--- src/rtl/nru_pkg.sv ---
package nru_pkg;

    typedef enum logic [1:0] {
        CLS_FRESH       = 2'd0,
        CLS_IDLE_DIRTY  = 2'd1,
        CLS_USED_CLEAN  = 2'd2,
        CLS_USED_DIRTY  = 2'd3
    } nru_class_e;

    localparam int NUM_CLASSES = 4;

    function automatic nru_class_e rank_frame(input logic used, input logic dirty);
        return nru_class_e'({used, dirty});
    endfunction

    typedef struct packed {
        logic vld;
        logic dirty_hit;
    } strobe_hit_t;

endpackage

--- src/rtl/nru_tick_divider.sv ---
module nru_tick_divider #(
    parameter int TICK_PERIOD = 4
) (
    input  logic clk,
    input  logic rst,
    input  logic tick,
    output logic wipe
);
    localparam int CNT_W = (TICK_PERIOD > 1) ? $clog2(TICK_PERIOD) : 1;
    localparam logic [CNT_W-1:0] RELOAD = CNT_W'(TICK_PERIOD - 1);

    logic [CNT_W-1:0] cnt_q;

    assign wipe = tick && (cnt_q == '0);

    always_ff @(posedge clk) begin
        if (rst) begin
            cnt_q <= RELOAD;
        end else if (tick) begin
            if (cnt_q == '0) begin
                cnt_q <= RELOAD;
            end else begin
                cnt_q <= cnt_q - 1'b1;
            end
        end
    end
endmodule

--- src/rtl/nru_flag_array.sv ---
module nru_flag_array #(
    parameter int NUM_FRAMES = 8,
    parameter int IDX_W      = 3
) (
    input  logic                  clk,
    input  logic                  rst,
    input  logic                  ref_vld,
    input  logic [IDX_W-1:0]      ref_idx,
    input  logic                  wr_vld,
    input  logic [IDX_W-1:0]      wr_idx,
    input  logic                  load_vld,
    input  logic [IDX_W-1:0]      load_idx,
    input  logic                  wipe,
    output logic [NUM_FRAMES-1:0] used_q,
    output logic [NUM_FRAMES-1:0] dirty_q
);
    for (genvar f = 0; f < NUM_FRAMES; f++) begin : g_frame
        logic ref_hit, wr_hit, load_hit;

        assign ref_hit  = ref_vld  && (ref_idx  == IDX_W'(f));
        assign wr_hit   = wr_vld   && (wr_idx   == IDX_W'(f));
        assign load_hit = load_vld && (load_idx == IDX_W'(f));

        always_ff @(posedge clk) begin
            if (rst) begin
                used_q[f]  <= 1'b0;
                dirty_q[f] <= 1'b0;
            end else begin
                // wipe first, then a fresh reference or load re-marks the frame
                if (wipe) begin
                    used_q[f] <= 1'b0;
                end
                if (ref_hit || load_hit) begin
                    used_q[f] <= 1'b1;
                end
                // a load leaves the frame clean even if written in the same cycle
                if (wr_hit) begin
                    dirty_q[f] <= 1'b1;
                end
                if (load_hit) begin
                    dirty_q[f] <= 1'b0;
                end
            end
        end
    end
endmodule

--- src/rtl/nru_lfsr.sv ---
module nru_lfsr #(
    parameter int               LFSR_W = 16,
    parameter logic [LFSR_W-1:0] TAPS  = 16'hB400,
    parameter logic [LFSR_W-1:0] SEED  = 16'h1D2B
) (
    input  logic              clk,
    input  logic              rst,
    output logic [LFSR_W-1:0] state_q
);
    always_ff @(posedge clk) begin
        if (rst) begin
            state_q <= SEED;
        end else if (state_q[0]) begin
            state_q <= (state_q >> 1) ^ TAPS;
        end else begin
            state_q <= state_q >> 1;
        end
    end
endmodule

--- src/rtl/nru_victim_pick.sv ---
module nru_victim_pick
    import nru_pkg::*;
#(
    parameter int NUM_FRAMES = 8,
    parameter int IDX_W      = 3
) (
    input  logic [NUM_FRAMES-1:0] used_q,
    input  logic [NUM_FRAMES-1:0] dirty_q,
    input  logic [IDX_W-1:0]      start_idx,
    output logic [IDX_W-1:0]      pick_idx,
    output nru_class_e            pick_class
);
    logic [NUM_FRAMES-1:0] members [NUM_CLASSES];
    logic [NUM_FRAMES-1:0] chosen_set;

    always_comb begin
        for (int c = 0; c < NUM_CLASSES; c++) begin
            members[c] = '0;
        end
        for (int f = 0; f < NUM_FRAMES; f++) begin
            members[rank_frame(used_q[f], dirty_q[f])][f] = 1'b1;
        end
    end

    always_comb begin
        logic found;
        found      = 1'b0;
        pick_class = CLS_USED_DIRTY;
        chosen_set = members[NUM_CLASSES-1];
        for (int c = 0; c < NUM_CLASSES; c++) begin
            if (!found && (|members[c])) begin
                found      = 1'b1;
                pick_class = nru_class_e'(c);
                chosen_set = members[c];
            end
        end
    end

    always_comb begin
        logic hit;
        hit      = 1'b0;
        pick_idx = '0;
        for (int k = 0; k < NUM_FRAMES; k++) begin
            int j;
            j = int'(start_idx) + k;
            if (j >= NUM_FRAMES) begin
                j = j - NUM_FRAMES;
            end
            if (!hit && chosen_set[j]) begin
                hit      = 1'b1;
                pick_idx = IDX_W'(j);
            end
        end
    end
endmodule

--- src/rtl/nru_victim_selector.sv ---
module nru_victim_selector
    import nru_pkg::*;
#(
    parameter int               NUM_FRAMES  = 8,
    parameter int               TICK_PERIOD = 4,
    parameter int               LFSR_W      = 16,
    parameter logic [LFSR_W-1:0] LFSR_TAPS  = 16'hB400,
    parameter logic [LFSR_W-1:0] LFSR_SEED  = 16'h1D2B,
    localparam int              IDX_W       = $clog2(NUM_FRAMES)
) (
    input  logic             clk,
    input  logic             rst,
    input  logic             ref_vld,
    input  logic [IDX_W-1:0] ref_idx,
    input  logic             wr_vld,
    input  logic [IDX_W-1:0] wr_idx,
    input  logic             load_vld,
    input  logic [IDX_W-1:0] load_idx,
    input  logic             tick,
    input  logic             req,
    output logic             victim_vld,
    output logic [IDX_W-1:0] victim_idx
);
    logic                  wipe;
    logic [NUM_FRAMES-1:0] used_q;
    logic [NUM_FRAMES-1:0] dirty_q;
    logic [LFSR_W-1:0]     lfsr_q;
    logic [LFSR_W-1:0]     start_wide;
    logic [IDX_W-1:0]      start_idx;
    logic [IDX_W-1:0]      pick_idx;
    nru_class_e            pick_class;

    nru_tick_divider #(.TICK_PERIOD(TICK_PERIOD)) div_i (
        .clk  (clk),
        .rst  (rst),
        .tick (tick),
        .wipe (wipe)
    );

    nru_flag_array #(.NUM_FRAMES(NUM_FRAMES), .IDX_W(IDX_W)) flags_i (
        .clk      (clk),
        .rst      (rst),
        .ref_vld  (ref_vld),
        .ref_idx  (ref_idx),
        .wr_vld   (wr_vld),
        .wr_idx   (wr_idx),
        .load_vld (load_vld),
        .load_idx (load_idx),
        .wipe     (wipe),
        .used_q   (used_q),
        .dirty_q  (dirty_q)
    );

    nru_lfsr #(.LFSR_W(LFSR_W), .TAPS(LFSR_TAPS), .SEED(LFSR_SEED)) lfsr_i (
        .clk     (clk),
        .rst     (rst),
        .state_q (lfsr_q)
    );

    assign start_wide = lfsr_q % LFSR_W'(NUM_FRAMES);
    assign start_idx  = start_wide[IDX_W-1:0];

    nru_victim_pick #(.NUM_FRAMES(NUM_FRAMES), .IDX_W(IDX_W)) pick_i (
        .used_q     (used_q),
        .dirty_q    (dirty_q),
        .start_idx  (start_idx),
        .pick_idx   (pick_idx),
        .pick_class (pick_class)
    );

    always_ff @(posedge clk) begin
        if (rst) begin
            victim_vld <= 1'b0;
            victim_idx <= '0;
        end else begin
            victim_vld <= req;
            if (req) begin
                victim_idx <= pick_idx;
            end
        end
    end
endmodule

--- config.mk ---
export PLATFORM = sky130hd
export DESIGN_NAME = nru_victim_selector
export DESIGN_NICKNAME = d
export VERILOG_FILES = /design/src/rtl/nru_pkg.sv /design/src/rtl/nru_tick_divider.sv /design/src/rtl/nru_flag_array.sv /design/src/rtl/nru_lfsr.sv /design/src/rtl/nru_victim_pick.sv /design/src/rtl/nru_victim_selector.sv
export SDC_FILE = /design/constraint.sdc
export NUM_CORES = 1
export LEC_CHECK = 0
export ABC_AREA = 1
export BUFFER_PORTS_ARGS = -buffer_cell sky130_fd_sc_hd__buf_4
export CAP_MARGIN = 15
export CORE_MARGIN = 5
export CORE_UTILIZATION = 45
export DETAILED_ROUTE_END_ITERATION = 16
export PLACE_DENSITY = 0.73
export SYNTH_ARGS = -nofsm -noshare
export SYNTH_HDL_FRONTEND = slang
export SYNTH_HIERARCHICAL = 1
export SYNTH_SLANG_ARGS = --single-unit
--- constraint.sdc ---
create_clock -name clk -period 2.46 [get_ports clk]
set_input_delay 0.123 -clock clk [delete_from_list [all_inputs] [get_ports clk]]
set_output_delay 0.123 -clock clk [all_outputs]
set_load 0.05 [all_outputs]
==> impl_metrics.py, run 1 <==
metrics = {
    "power_and_ir_drop": {
        "leakage_nw": 2.26,
        "ir_drop_uv": 450,
        "switchingPower_w": 0.000677,
        "comb_power_share": 0.392,
        "p_sw_frac": 0.367,
        "intPower_w": 0.00117,
        "pwr-share-seq": 0.370,
        "power_w": 0.00184,
        "clkPwrFrac": 0.237,
        "p_per_area_nw_per_um2": 446,
    },
    "detailed_routing": {
        "drt-total-wl_um": 8750,
        "ant_nets": 0,
        "drt-initial-drc-count": 186,
        "first_pass_iters": 5,
        "viasPerCell": 5.17,
        "via_count": 3376,
        "drt-wirelength-per-cell_um": 13.4,
        "drc": 0,
    },
    "cts": {
        "cts-root-buf": "clkbuf_8",
        "cts_max_level": 2,
        "worstSkewPairLatency_ns": 0.28,
        "cts.sinks": 38,
        "cts_max_path_buffers": 2,
        "clk_pin_slew_ns": 0.08,
        "cts_buffers": 5,
        "tritoncts": "yes",
    },
    "floorplan": {
        "core_area_um2": 6350,
        "die_h_um": 90.6,
        "start_util": 0.460,
        "io_pins": 20,
        "row_count": 29,
        "die_area_um2": 8210,
        "chipWidth_um": 90.6,
    },
    "placed_design": {
        "numPortBuffers": 19,
        "routabilityCongestion": 0.924,
        "placed_cell_area_um2": 3390,
        "dpl.cell_count": 619,
        "dp_hpwl_um": 5500,
    },
    "timing": {
        "worst_slack_ns": -0.221,
        "fin_crit_ns": 2.68,
        "rsz0062_at_grt": "yes",
        "finalHoldViolations": 0,
        "max_freq_ghz": 0.373,
        "period_share": 1.09,
        "skew_ns": 0.00593,
        "tightestPinTransition_ns": 0.505,
        "fin_setup_tns_ns": -0.550,
        "slew_viol_final": 0,
        "setup_viol_count_final": 3,
        "slew_headroom": 0.661,
    },
    "setup_path": {
        "crit_chain": "inv_2, nand2_2, nand2_2, nor2_4, nand2_4, nor2_8, nand2_8, nand3_4, nand3_4, nand3_4, nand3_4, nand2_4, nand2_4, nor2_8, nand2_4, nor2_8, nand3_1, nand3b_1, nand2_1, inv_1, nand2_1, nand2_1, nor2_1",
        "arrival_ns": 2.86,
        "critPathLaunchType": "flip-flop",
        "critPathRequiredTime_ns": 2.64,
        "cp-end-kind": "flip-flop",
        "cp_num_buf_inv": 2,
        "cp_slowest_cell": "dfxtp_4",
        "cpLargestDelayFamily": "simple AND/OR/NAND/NOR gates",
        "critPathMaxFanout": 6,
        "slowest_delay_ns": 0.39,
        "path_class": "reg2reg",
    },
    "flow_run": {
        "drv_cap": 0,
    },
    "finish": {
        "fin_cells": 653,
        "design_area_um2": 4140,
        "n_antenna_cell": 0,
        "layout-drive-gt1-share": 0.396,
        "finish.utilization": 0.651,
        "nets": 594,
        "syn_to_final_growth_pct": 41.5,
    },
    "logic_synthesis": {
        "yosys_warnings": 6,
        "syn_nets": 514,
        "syn_avg_cell_area_um2": 5.90,
        "syn_inst": 495,
        "synthesis.area_um2": 2920,
    },
    "global_routing": {
        "grt_antenna_before_repair": 0,
        "grt_max_degree": 21,
        "overflow": 0,
        "grt_pass1_vias": 3132,
        "grt_use_total": 0.194,
        "grt_pass1_wl_um": 13800,
    },
    "outcome": {
        "violations": "setup timing",
        "status": "complete, but fails checks",
    },
    "worst_hold_path": {
        "min_path_type": "in2reg",
    },
}
## path summary, 6_finish.rpt
path | start | to | slack (ns) | cells after the start
hold / removal | tick | div_i/cnt_q[0] | 0.07 | 3
setup reg to reg | flags_i/used_q[1] | victim_idx[0] | -0.22 | 23
hold reg to reg | lfsr_i/state_q[5] | lfsr_i/state_q[4] | 0.40 | 2
setup / recovery | flags_i/used_q[1] | victim_idx[0] | -0.22 | 23
## final cells by class
type | count | area (µm²)
Clock inverter | 2 | 12.5
Sequential cell | 38 | 806
Timing Repair inverter | 1 | 16.3
Multi-Input combinational cell | 366 | 2170
Fill cell | 508 | 2210
Timing Repair Buffer | 78 | 617
Clock buffer | 6 | 82.6
Tap cell | 77 | 96.3
Inverter | 85 | 337
## through the flow
stage | setup slack [ns] | hold WS [ns]
6_report | -0.221 | 0.0708
5_1_grt | -0.397 | 0.0872
4_1_cts | -0.0805 | 0.0641
3_5_place_dp | -0.199 | 0.355
3_3_place_gp | -0.152 | 0.345
2_1_floorplan | 0.143 | 0.192
## registers in the layout, summed over array words and instances, names as in the netlist
| name | count |
|---|---|
| flags_i/used_q | 8 |
| victim_idx | 3 |
| victim_vld | 1 |
| lfsr_i/state_q | 16 |
| flags_i/dirty_q | 8 |
| div_i/cnt_q | 2 |
## cell usage in the layout, fill, tap and decap left out, types with 2 or more instances in the layout
cell and instances:
nor2_1 63, buf_6 5, inv_1 66, o21ai_0 2, dfxtp_4 10, nor2_8 3
inv_4 2, dfxtp_2 6, dfxtp_1 22, ha_1 3, nand3b_1 6, nand2_4 15
nand3_4 8, buf_4 72, clkbuf_8 6, nor3_2 2, nand3_1 45, nand2_1 118
nand4_1 8, xnor2_1 2, nand3_2 29, nand2_2 41, nor2_2 2, nor2_4 5
or2_1 6, inv_2 15, a21oi_1 4, clkinv_8 2
## per-layer routing
metal | part of all wire | wire [µm] | GRT usage
met1 | 0.43 | 3780 | 0.255
met2 | 0.48 | 4200 | 0.324
met3 | 0.052 | 458 | 0.0333
met4 | 0.036 | 312 | 0.0546
met5 | 0 | 0 | 0
## worst register-to-register path: cells and delay by family, from the launching register on
| family | cells | cell delay, ns |
|---|---|---|
| flip-flops | 1 | 0.39 |
| buffers and inverters | 2 | 0.10 |
| AND/OR/NAND/NOR | 21 | 2.11 |
## power by group through the flow
stage	Clock [W]	Sequential (W)	Combinational [W]
after detailed placement	0	0.000698	0.000564
after global placement	0	0.000696	0.000554
after floorplan	0	0.000710	0.000372
after global routing	0.000480	0.000690	0.000790
final	0.000437	0.000683	0.000724
after CTS	0.000449	0.000682	0.000627
## what timing repair did
| item | 4_1_cts | 5_1_grt |
|---|---|---|
| pin swaps | 26 | 31 |
| setup endpoints to repair | 3 | 3 |
| hold buffers | 0 | 0 |
| gates resized for setup | 66 | 66 |
| setup buffers | 15 | 9 |
| cloned | 2 | 0 |
No activity file was read; power rests on OpenSTA's default activity.
==> run 2: changes to the inputs <==
--- a/config.mk
+++ b/config.mk
@@ -8,6 +8,7 @@
 export ABC_AREA = 1
 export BUFFER_PORTS_ARGS = -buffer_cell sky130_fd_sc_hd__buf_4
 export CAP_MARGIN = 15
+export CORE_ASPECT_RATIO = 2
 export CORE_MARGIN = 5
 export CORE_UTILIZATION = 45
 export DETAILED_ROUTE_END_ITERATION = 16
==> run 2 against run 1 <==
Against the previous run: the run still ends with setup timing left; worst setup slack improved by 0.017 ns; final cell count increased by 1.4%; hold slack got worse by 0.0099 ns; first-iteration DRC count decreased by 11%; critical path type unchanged; critical endpoint is now victim_idx[1].
==> impl_metrics.py, run 2 (synthesis gave the netlist of run 1 again) <==
metrics = {
    "outcome": {
        "status": "complete, but fails checks",
        "violations": "setup timing",
    },
    "cts": {
        "cts_max_level": 2,
        "clk_pin_slew_ns": 0.06,
        "cts_hold_buf": 0,
        "cts.sinks": 38,
        "cts_max_path_buffers": 2,
        "tritoncts": "yes",
        "worstSkewPairLatency_ns": 0.29,
        "cts-root-buf": "clkbuf_16",
        "cts_buffers": 5,
    },
    "setup_path": {
        "critPathMaxFanout": 6,
        "cp_slowest_cell": "dfxtp_2",
        "cpLargestDelayFamily": "simple AND/OR/NAND/NOR gates",
        "crit_chain": "inv_2, nand2_2, nand2_2, nor2_4, nand2_4, nor2_8, nand4_1, nand3_4, nand3_4, nand3_4, nand2_4, nand2_4, nor2_8, buf_4, nand4_1, nand3_1, nor2_1, nand3_1, inv_1, nand2_1, nand2_1, nor2_1",
        "cp_num_buf_inv": 3,
        "critPathRequiredTime_ns": 2.64,
        "path_class": "reg2reg",
        "critPathLaunchType": "flip-flop",
        "slowest_delay_ns": 0.37,
        "arrival_ns": 2.85,
        "r2r_slack_ns": -0.20,
        "cp-end-kind": "flip-flop",
    },
    "global_routing": {
        "overflow": 0,
        "grt_pass1_vias": 3269,
        "grt_pass1_wl_um": 14100,
        "grt_use_total": 0.227,
        "grt_max_degree": 21,
        "grt_antenna_before_repair": 0,
    },
    "finish": {
        "final_common_cell": "nand2_1",
        "regMostFlops": "lfsr_i/state_q",
        "syn_to_final_growth_pct": 41.6,
        "mostFrequentLayoutCells": "130 x nand2_1, 72 x buf_4, 69 x inv_1",
        "nets": 594,
        "n_fill_cell": 541,
        "layout-drive-gt1-share": 0.351,
        "top_regs": "lfsr_i/state_q: 16 flops, flags_i/dirty_q: 8 flops, flags_i/used_q: 8 flops",
        "largest_reg_flops": 16,
        "n_antenna_cell": 0,
        "fin_cells": 662,
    },
    "timing": {
        "fin_crit_ns": 2.66,
        "period_share": 1.08,
        "worst_slack_ns": -0.204,
        "slew_viol_final": 0,
        "finalHoldViolations": 0,
        "setup_viol_count_final": 3,
        "rsz0062_at_grt": "yes",
        "tightestPinTransition_ns": 0.499,
        "max_freq_ghz": 0.375,
        "slew_headroom": 0.665,
        "fin_setup_tns_ns": -0.577,
        "skew_ns": 0.00368,
    },
    "floorplan": {
        "core_area_um2": 6310,
        "row_count": 41,
        "die_h_um": 124,
        "die_area_um2": 8300,
        "io_pins": 20,
        "start_util": 0.463,
        "chipWidth_um": 67.0,
    },
    "power_and_ir_drop": {
        "comb_power_share": 0.353,
        "pwr-share-seq": 0.331,
        "ir_drop_uv": 536,
        "intPower_w": 0.00135,
        "clkPwrFrac": 0.315,
        "leakage_nw": 2.25,
        "switchingPower_w": 0.000712,
        "p_per_area_nw_per_um2": 498,
        "p_sw_frac": 0.346,
    },
    "detailed_routing": {
        "first_pass_iters": 5,
        "via_count": 3322,
        "ant_nets": 0,
        "drt-wirelength-per-cell_um": 13.5,
        "drc": 0,
        "drt-total-wl_um": 8920,
        "viasPerCell": 5.02,
        "drt-initial-drc-count": 166,
    },
    "flow_run": {
        "drv_cap": 0,
    },
    "placed_design": {
        "routabilityCongestion": 0.935,
        "dp_hpwl_um": 6610,
        "post-place-ws_ns": -0.295,
        "dpl.cell_count": 644,
        "numPortBuffers": 19,
    },
    "worst_hold_path": {
        "min_path_type": "in2reg",
    },
}
run 2: layer usage:
layer / share of wire / GRT usage / vias up
met3: 0.027 / 0.0325 / 50
li1: - / - / 1675
met4: 0.085 / 0.166 / 0
met1: 0.32 / 0.190 / 1497
met2: 0.57 / 0.453 / 100
met5: 0 / 0 / -
run 2: path summary, 6_finish.rpt:
path,startpoint,end,cells after the start
setup reg to reg,flags_i/used_q[2],victim_idx[1],22
setup / recovery,flags_i/used_q[2],victim_idx[1],22
hold / removal,tick,div_i/cnt_q[0],3
hold reg to reg,lfsr_i/state_q[3],lfsr_i/state_q[2],2
run 2: power groups by stage:
| stage | logic, W | registers (W) | clock network [W] |
|---|---|---|---|
| after floorplan | 0.000372 | 0.000710 | 0 |
| after global placement | 0.000594 | 0.000693 | 0 |
| after detailed placement | 0.000602 | 0.000694 | 0 |
| after CTS | 0.000659 | 0.000683 | 0.000662 |
| after global routing | 0.000795 | 0.000688 | 0.000683 |
| final | 0.000728 | 0.000683 | 0.000650 |
run 2: metrics by stage:
stage	hold WS [ns]	instance area, µm²	util	total power, W
2_1_floorplan	0.192	2920	-	0.00108
3_3_place_gp	0.355	3510	0.556	0.00129
6_report	0.0609	4140	0.656	0.00206
4_1_cts	0.0608	3900	0.619	0.00200
5_1_grt	0.105	4140	0.656	0.00217
3_5_place_dp	0.357	3510	0.556	0.00130
run 2: final cells by class:
class	instances	area (µm²)	area share
repair inverters	1	8.76	0.00212
flip-flops and latches	38	791	0.191
inverters	85	332	0.0801
repair buffers	78	626	0.151
clock buffers	6	139	0.0336
well taps	86	108	0.0260
multi-input cells	366	2120	0.513
clock inverters	2	12.5	0.00302
run 2: worst min-delay path, stage by stage:
cell,delay [ns]
buf_4,0.10
nand2_1,0.05
nand2_1,0.05
run 2: repair_timing:
item / CTS / global route
endpoints found under the setup margin: 3 / 3
buffers inserted: 5 / 3
cloned: 2 / 0
pin swaps: 15 / 32
gates resized for setup: 50 / 54
